### src/rtl/pfc_pkg.sv
package pfc_pkg;

    typedef enum logic [1:0] {
        LEAD_NONE = 2'd0,
        LEAD_VAR  = 2'd1,
        LEAD_REF  = 2'd2
    } lead_e;

    typedef struct packed {
        lead_e lead;
        logic  act;
        logic  drive;
    } fsm_regs_t;

    localparam int unsigned NUM_STREAMS = 2;
    localparam int unsigned IDX_REF     = 0;
    localparam int unsigned IDX_VAR     = 1;

endpackage

### src/rtl/pfc_edge_sync.sv
module pfc_edge_sync #(
    parameter int unsigned STAGES = 2
) (
    input  logic clk,
    input  logic rst_n,
    input  logic din,
    output logic fall
);
    localparam int unsigned TAP = STAGES - 1;

    typedef struct packed {
        logic [STAGES-1:0] chain;
        logic              last;
    } sync_regs_t;

    sync_regs_t sync_d, sync_q;

    always_comb begin
        sync_d       = sync_q;
        sync_d.chain = {sync_q.chain, din} >> 0;
        sync_d.chain = STAGES'({sync_q.chain, din});
        sync_d.last  = sync_q.chain[TAP];
    end

    always_ff @(posedge clk or negedge rst_n) begin
        if (!rst_n) begin
            sync_q <= '0;
        end else begin
            sync_q <= sync_d;
        end
    end

    // High for one cycle after the synchronised level goes from 1 to 0
    assign fall = sync_q.last & ~sync_q.chain[TAP];

endmodule

### src/rtl/pfc_lead_fsm.sv
module pfc_lead_fsm
    import pfc_pkg::*;
(
    input  logic  clk,
    input  logic  rst_n,
    input  logic  ref_fall,
    input  logic  var_fall,
    output lead_e lead,
    output logic  act,
    output logic  drive
);
    fsm_regs_t fsm_d, fsm_q;

    always_comb begin
        fsm_d = fsm_q;
        unique case (fsm_q.lead)
            LEAD_NONE: begin
                if (var_fall && !ref_fall) begin
                    fsm_d.lead = LEAD_VAR;
                end else if (ref_fall && !var_fall) begin
                    fsm_d.lead = LEAD_REF;
                end
            end
            LEAD_VAR: begin
                if (ref_fall) begin
                    fsm_d.lead = LEAD_NONE;
                end
            end
            LEAD_REF: begin
                if (var_fall) begin
                    fsm_d.lead = LEAD_NONE;
                end
            end
            default: fsm_d.lead = LEAD_NONE;
        endcase
        fsm_d.act   = (fsm_d.lead != LEAD_NONE);
        fsm_d.drive = (fsm_d.lead == LEAD_VAR);
    end

    always_ff @(posedge clk or negedge rst_n) begin
        if (!rst_n) begin
            fsm_q <= '{lead: LEAD_NONE, act: 1'b0, drive: 1'b0};
        end else begin
            fsm_q <= fsm_d;
        end
    end

    assign lead  = fsm_q.lead;
    assign act   = fsm_q.act;
    assign drive = fsm_q.drive;

endmodule

### src/rtl/phase_freq_cmp.sv
module phase_freq_cmp
    import pfc_pkg::*;
#(
    parameter int unsigned SYNC_STAGES = 2
) (
    input  logic clk,
    input  logic rst_n,
    input  logic ref_in,
    input  logic var_in,
    input  logic fine_window,
    output logic out_drive,
    output logic out_en
);
    logic [NUM_STREAMS-1:0] edge_in;
    logic [NUM_STREAMS-1:0] edge_fall;
    logic                   ref_fall;
    logic                   var_fall;
    lead_e                  lead_q;
    logic                   act_q;
    logic                   drive_q;

    always_comb begin
        edge_in          = '0;
        edge_in[IDX_REF] = ref_in;
        edge_in[IDX_VAR] = var_in;
    end

    for (genvar gi = 0; gi < NUM_STREAMS; gi++) begin : g_stream
        pfc_edge_sync #(
            .STAGES (SYNC_STAGES)
        ) u_edge_sync (
            .clk   (clk),
            .rst_n (rst_n),
            .din   (edge_in[gi]),
            .fall  (edge_fall[gi])
        );
    end

    assign ref_fall = edge_fall[IDX_REF];
    assign var_fall = edge_fall[IDX_VAR];

    pfc_lead_fsm u_lead_fsm (
        .clk      (clk),
        .rst_n    (rst_n),
        .ref_fall (ref_fall),
        .var_fall (var_fall),
        .lead     (lead_q),
        .act      (act_q),
        .drive    (drive_q)
    );

    // The fine comparator owns the loop: release the pin at once
    assign out_en    = act_q & ~fine_window;
    assign out_drive = drive_q;

endmodule

### config.mk
export PLATFORM = sky130hd
export DESIGN_NAME = phase_freq_cmp
export DESIGN_NICKNAME = d
export VERILOG_FILES = /design/src/rtl/pfc_pkg.sv /design/src/rtl/pfc_edge_sync.sv /design/src/rtl/pfc_lead_fsm.sv /design/src/rtl/phase_freq_cmp.sv
export SDC_FILE = /design/constraint.sdc
export NUM_CORES = 1
export LEC_CHECK = 0
export ABC_CLOCK_PERIOD_IN_PS = 940
export CAP_MARGIN = 20
export CORE_AREA = 2 2 39 41
export CTS_BUF_LIST = sky130_fd_sc_hd__clkbuf_4
export DETAILED_ROUTE_END_ITERATION = 7
export DIE_AREA = 0 0 41 43
export PLACE_DENSITY_LB_ADDON = 0.12
export SETUP_SLACK_MARGIN = 0.1
export SLEW_MARGIN = 10
export SYNTH_ARGS = -nofsm -noshare
export SYNTH_HDL_FRONTEND = slang
export SYNTH_SLANG_ARGS = --single-unit
### constraint.sdc
create_clock -name clk -period 0.94 [get_ports clk]
set_input_delay 0.188 -clock clk [delete_from_list [all_inputs] [get_ports clk]]
set_output_delay 0.188 -clock clk [all_outputs]
set_load 0.005 [all_outputs]
==> impl_metrics.py, run 1 <==
metrics = {
    "detailed_routing": {
        "routed_wl_um": 434,
        "vias_per_cell": 3.792,
        "detail_route.drc_violations": 0,
        "routed-via-count": 182,
        "dr.pass1.iters": 1,
        "drt.antenna.violating_nets": 0,
        "detailedRoute.firstIterationViolations": 0,
        "wl_per_cell_um": 9.042,
    },
    "timing": {
        "fin_ws_ns": -0.07655,
        "tightest_slew_ns": 0.2222,
        "fmax_ghz": 0.9837,
        "final.min_clock_period_ns": 1.017,
        "timing.slew.headroom_pct": 85.19,
        "final_min_period_over_clock_period_pct": 108.1,
        "timing.final.max_slew_violations": 0,
        "setup-violations-final": 1,
        "finClkSkew_ns": 0.0002144,
        "grt_setup_unrepaired": "yes",
        "final-hold-violation-count": 0,
    },
    "power": {
        "power-per-cell-area_nw_per_um2": 1866,
        "static-leakage-power_nw": 0.2191,
        "post-layout-total-power_mw": 0.9059,
        "largest_vdd_supply_drop_v": 0.0005718,
    },
    "worst_setup_path": {
        "reg2reg_slack_ns": 0.05,
        "cp.arrival_ns": 0.83,
        "cp_slowest_cell": "dfrtp_1",
        "crit_required_ns": 0.75,
        "cp_max_fo": 1,
        "worst_setup_path_start_kind": "register",
        "setup.worst_path.class": "reg2out",
        "timing.critical_path.cells": "nor2b_1 > buf_2",
        "timing.critical_path.max_delay_family": "flip-flops",
        "crit_path_capture_type": "output pin",
        "crit_buf_inv": 1,
        "cp_slowest_stage_delay_ns": 0.35,
    },
    "grt": {
        "overall_global_routing_usage_pct": 7.347,
        "grt_start_max_net_pins": 11,
        "grt_first_pass_wirelength_um": 752,
        "number_of_global_route_vias_before_repair": 184,
        "grt_antenna_before_repair": 0,
        "grt_overflow": 0,
    },
    "logic_synthesis": {
        "post_synthesis_cell_area_um2": 335.3,
        "synth_nets": 24,
        "synth.ff_latch_count": 10,
        "synth_top_cells_by_count": "dfrtp_1, nor2_4, nor2b_4, nor3_1",
        "syn-mean-instance-area_um2": 17.65,
        "synth_largest_area_cell": "dfrtp_1",
        "dominantRegCellSynth": "dfrtp_1",
        "ys_warn_count": 0,
        "synth_top_family_by_area": "simple AND/OR/NAND/NOR gates",
        "post_synth_and_or_nand_nor_area_fraction_pct": 22.76,
        "synth_compound_gate_area_share_pct": 0,
        "synthCells": 19,
        "ys_async_sr_fraction_pct": 100.0,
        "seq_area_frac_synth_pct": 74.63,
        "post_synth_xor_area_fraction_pct": 2.612,
        "yosys.cell_count.top_type": "dfrtp_1",
        "synthDominantCellAreaShare_pct": 74.63,
        "synth_top_cells_by_area": "dfrtp_1, nor2b_4, nor2_4",
        "synth_edf_count": 0,
        "yosys-mux-area-fraction_pct": 0,
        "synth.distinct_cells": 7,
        "synth-adder-area-share_pct": 0,
    },
    "final_layout": {
        "postLayoutCellArea_um2": 485.5,
        "fraction_of_layout_instances_using_a_drive_strength_above_1_pct": 50.00,
        "n_antenna_cell": 0,
        "num-fill-cells": 137,
        "nets": 39,
        "area.growth.synth_to_final_pct": 44.78,
    },
    "clock_network": {
        "cts.sink_count": 10,
        "cts_inserted_buffers": 3,
        "cts_tree": "yes",
        "ctsHtreeMaxLevel": 1,
        "max-clock-path-buffers": 2,
        "worst_skew_pair.late_latency_ns": 0.25,
        "cts_hold_repair.buffers": 0,
        "clock-root-buffer": "clkbuf_4",
        "cts.clk_slew.worst_paths_ns": 0.06,
    },
    "die": {
        "die_h_um": 43,
        "pin_count": 7,
        "design.core.area_um2": 1384,
        "floorplan.die_area_um2": 1763,
        "die_x_um": 41,
        "initial_core_util_pct": 24.23,
        "core.rowCount": 14,
    },
    "placed_design": {
        "place.gp.congestion": 0.6052,
        "placedInstanceArea_um2": 422.9,
        "placement.io_buffers": 6,
        "dp_slack_ns": -0.4364,
    },
    "status": {
        "failed_checks": "negative setup slack",
        "run_status": "complete, but fails checks",
    },
    "flow_run": {
        "max_cap_viols": 0,
    },
    "min_path": {
        "hp-class": "in2async",
    },
}
## where the power goes
group / switching, mW / internal (mW) / total (mW)
logic: 0.0510 / 0.0805 / 0.132
registers: 0.0296 / 0.475 / 0.505
clock network: 0.123 / 0.147 / 0.270
total: 0.204 / 0.702 / 0.906
## cells in the final DEF, fill, tap and decap left out
cell type	synthesis	final
clkbuf_4	0	3
clkdlybuf4s50_1	0	4
nor2b_4	2	2
buf_2	0	2
nor2_4	2	2
nor2b_1	1	1
dfrtp_1	10	10
nor3_2	1	2
buf_4	0	1
buf_6	0	3
xor2_1	1	1
nor3_4	0	1
## through the flow
| stage | utilization, % | instances | hold slack [ns] | TNS [ns] |
|---|---|---|---|---|
| floorplan | - | 19 | -0.1076 | 0 |
| global placement | 30.56 | 42 | 0.3340 | -0.4781 |
| detailed placement | 30.56 | 42 | 0.3379 | -0.4709 |
| CTS | 32.64 | 46 | 0.2161 | -0.09547 |
| global route | 35.08 | 48 | 0.2412 | -0.1168 |
| finish | 35.08 | 48 | 0.2223 | -0.07655 |
## what timing repair did
item / CTS / global route
pin swaps: 2 / 2
setup buffers: 1 / 2
hold endpoints to repair: 0 / 0
gates resized for setup: 10 / 4
endpoints found under the setup margin: 5 / 5
## kinds of logic (layout without fill, tap and decap cells)
| kind of cell | after synthesis | count (layout) |
|---|---|---|
| buf+inv | 0 | 13 |
| simple gates | 8 | 8 |
| flops | 10 | 10 |
| xor+xnor | 1 | 1 |
## flip-flops by register name (all words and copies together), names as in the netlist
register and count:
u_lead_fsm.drive 1, g_stream.u_edge_sync.sync_d 4, g_stream.u_edge_sync.sync_q 2, u_lead_fsm.lead 2, u_lead_fsm.act 1
## layer usage
layer | track usage [%] | vias up | wire length, um
met5 | 0 | - | 0
met4 | 10.00 | 0 | 0
met3 | 3.141 | 0 | 46
met2 | 8.750 | 7 | 217
met1 | 7.797 | 89 | 170
li1 | - | 86 | -
## final timing paths
path / cells past startpoint / end / startpoint
max: 2 / out_en / u_lead_fsm.act
min: 2 / g_stream[1].u_edge_sync.sync_d[0] / rst_n
max reg2reg: 3 / u_lead_fsm.act / g_stream[0].u_edge_sync.sync_d[0]
min reg2reg: 0 / g_stream[1].u_edge_sync.sync_d[0] / g_stream[1].u_edge_sync.sync_d[2]
max in group asynchronous: 2 / u_lead_fsm.drive / rst_n
min in group clk: 0 / g_stream[1].u_edge_sync.sync_d[0] / g_stream[1].u_edge_sync.sync_d[2]
## layout make-up
class	instances	area, um2	area share (%)
flip-flops and latches	10	250.2	51.55
multi-input cells	9	101.3	20.88
well taps	16	20.02	4.124
repair buffers	10	91.34	18.81
clock buffers	3	22.52	4.639
No activity file was read; power rests on OpenSTA's default activity.
==> run 2, diff against run 1 <==
- HOLD_SLACK_MARGIN: default -> 0.03
- PLACE_DENSITY: default -> 0.57
- PLACE_DENSITY_LB_ADDON: 0.12 -> default
==> run 2 against run 1 <==
- the flow still finishes with violations (negative setup slack)
- largest power group unchanged
- critical path depth did not move
- via count fell by 2.7%
- cell count fell by 2.1%
- first-iteration DRC count rose by 3
- critical endpoint unchanged
- clock power rose by 5%
- power barely moved
- core utilization fell by 1.8 points
- routed wire length rose by 4.8%
==> impl_metrics.py, run 2 (synthesized netlist as in run 1, its figures left out) <==
metrics = {
    "status": {
        "run_status": "complete, but fails checks",
        "failed_checks": "negative setup slack",
    },
    "worst_setup_path": {
        "cp_max_fo": 1,
        "cp_slowest_stage_delay_ns": 0.36,
        "worst_setup_path_start_kind": "register",
        "cp_slowest_cell": "dfrtp_1",
        "crit_path_capture_type": "output pin",
        "crit_required_ns": 0.75,
        "cp.arrival_ns": 0.84,
        "timing.critical_path.max_delay_family": "flip-flops",
        "reg2reg_slack_ns": 0.03,
        "setup.worst_path.class": "reg2out",
        "timing.critical_path.cells": "nor2b_1 > buf_2",
        "crit_buf_inv": 1,
    },
    "clock_network": {
        "worst_skew_pair.late_latency_ns": 0.25,
        "ctsHtreeMaxLevel": 1,
        "cts.clk_slew.worst_paths_ns": 0.06,
        "cts_inserted_buffers": 3,
        "cts_tree": "yes",
        "cts_hold_repair.buffers": 0,
        "cts.sink_count": 10,
        "max-clock-path-buffers": 2,
        "clock-root-buffer": "clkbuf_4",
    },
    "die": {
        "initial_core_util_pct": 24.23,
        "pin_count": 7,
        "design.core.area_um2": 1384,
        "die_x_um": 41,
        "core.rowCount": 14,
        "die_h_um": 43,
        "floorplan.die_area_um2": 1763,
    },
    "detailed_routing": {
        "wl_per_cell_um": 9.681,
        "detail_route.drc_violations": 0,
        "vias_per_cell": 3.766,
        "routed_wl_um": 455,
        "routed-via-count": 177,
        "detailedRoute.firstIterationViolations": 3,
        "drt.antenna.violating_nets": 0,
        "dr.pass1.iters": 2,
    },
    "flow_run": {
        "max_cap_viols": 0,
    },
    "timing": {
        "tightest_slew_ns": 0.2063,
        "fmax_ghz": 0.9706,
        "final.min_clock_period_ns": 1.030,
        "finClkSkew_ns": 0.003722,
        "final.hold.worst_slack_ns": 0.2142,
        "final-hold-violation-count": 0,
        "timing.final.max_slew_violations": 0,
        "final_min_period_over_clock_period_pct": 109.6,
        "grt_setup_unrepaired": "yes",
        "setup-violations-final": 1,
        "fin_ws_ns": -0.09028,
        "timing.slew.headroom_pct": 86.25,
    },
    "grt": {
        "met3_global_route_usage_pct": 3.141,
        "number_of_global_route_vias_before_repair": 196,
        "grt_antenna_before_repair": 0,
        "met1_usage_pct": 7.047,
        "grt_start_max_net_pins": 11,
        "global_route.usage.met2_pct": 9.375,
        "grt_overflow": 0,
        "overall_global_routing_usage_pct": 7.019,
        "global_route.peak_usage_layer": "met2",
        "grt_first_pass_wirelength_um": 738,
    },
    "final_layout": {
        "n_antenna_cell": 0,
        "finish.utilization_pct": 33.27,
        "mostFrequentLayoutCells": "dfrtp_1, clkdlybuf4s50_1, nor3_2, clkbuf_4",
        "area.growth.synth_to_final_pct": 37.31,
        "nets": 37,
        "postLayoutCellArea_um2": 460.4,
        "layout.cells.most_common": "dfrtp_1",
        "largest_register_ffs": 4,
        "fraction_of_layout_instances_using_a_drive_strength_above_1_pct": 45.16,
    },
    "power": {
        "static-leakage-power_nw": 0.2097,
        "post-layout-total-power_mw": 0.9062,
        "power-per-cell-area_nw_per_um2": 1968,
        "largest_vdd_supply_drop_v": 0.0006321,
    },
    "placed_design": {
        "placement.io_buffers": 6,
        "placedInstanceArea_um2": 422.9,
        "dp_hpwl_um": 315.4,
        "place.gp.congestion": 0.6854,
        "dp_slack_ns": -0.4342,
    },
    "min_path": {
        "hp-class": "in2async",
    },
}
run 2: cell count changes in the layout (fill, tap and decap cells not counted):
cell / change
buf_6: -2
clkinv_1: +1
nor3_2: +1
nor3_4: -1
run 2: what timing repair did:
action | 4_1_cts | 5_1_grt
buffers inserted | 1 | 0
hold endpoints to repair | 0 | 0
pin swaps | 2 | 0
resized for setup | 8 | 3
setup endpoints to repair | 5 | 6
run 2: worst reg2reg max path, delay by kind of cell (launching register included):
kind / cells / cell delay [ns]
xor gates and xnor gates: 1 / 0.14
and+or+nand+nor: 2 / 0.24
DFF: 1 / 0.41
run 2: worst paths after layout:
check | end | from | cells past startpoint
min in group clk | g_stream[1].u_edge_sync.sync_d[0] | g_stream[1].u_edge_sync.sync_d[2] | 0
worst min register to register | g_stream[1].u_edge_sync.sync_d[0] | g_stream[1].u_edge_sync.sync_d[2] | 0
worst min-delay path | u_lead_fsm.drive | rst_n | 2
worst max register to register | u_lead_fsm.act | g_stream[0].u_edge_sync.sync_d[0] | 3
worst max-delay path | out_en | u_lead_fsm.act | 2
max in group asynchronous | g_stream[1].u_edge_sync.sync_q[0] | rst_n | 2
run 2: metal layers:
layer | share of wire, % | vias up
li1 | - | 84
met1 | 35 | 84
met2 | 56 | 7
met3 | 7.7 | 2
met4 | 1.3 | 0
met5 | 0 | -
run 2: area by class of cell:
cell class	count	area [um2]
Tap cell	16	20.02
Multi-Input combinational cell	9	95.09
Sequential cell	10	250.2
Fill cell	142	923.4
Clock buffer	3	22.52
Clock inverter	1	3.754
Timing Repair Buffer	8	68.82
run 2: metrics by stage:
| step | TNS, ns | cells |
|---|---|---|
| final | -0.09028 | 47 |
| after global routing | -0.1501 | 47 |
| after CTS | -0.1090 | 47 |
| after detailed placement | -0.4775 | 42 |
| after global placement | -0.4729 | 42 |
| after floorplan | 0 | 19 |
run 2: power by group:
part	internal, mW	switching (mW)
Combinational	0.0679	0.0487
Sequential	0.475	0.0306
Clock	0.153	0.131
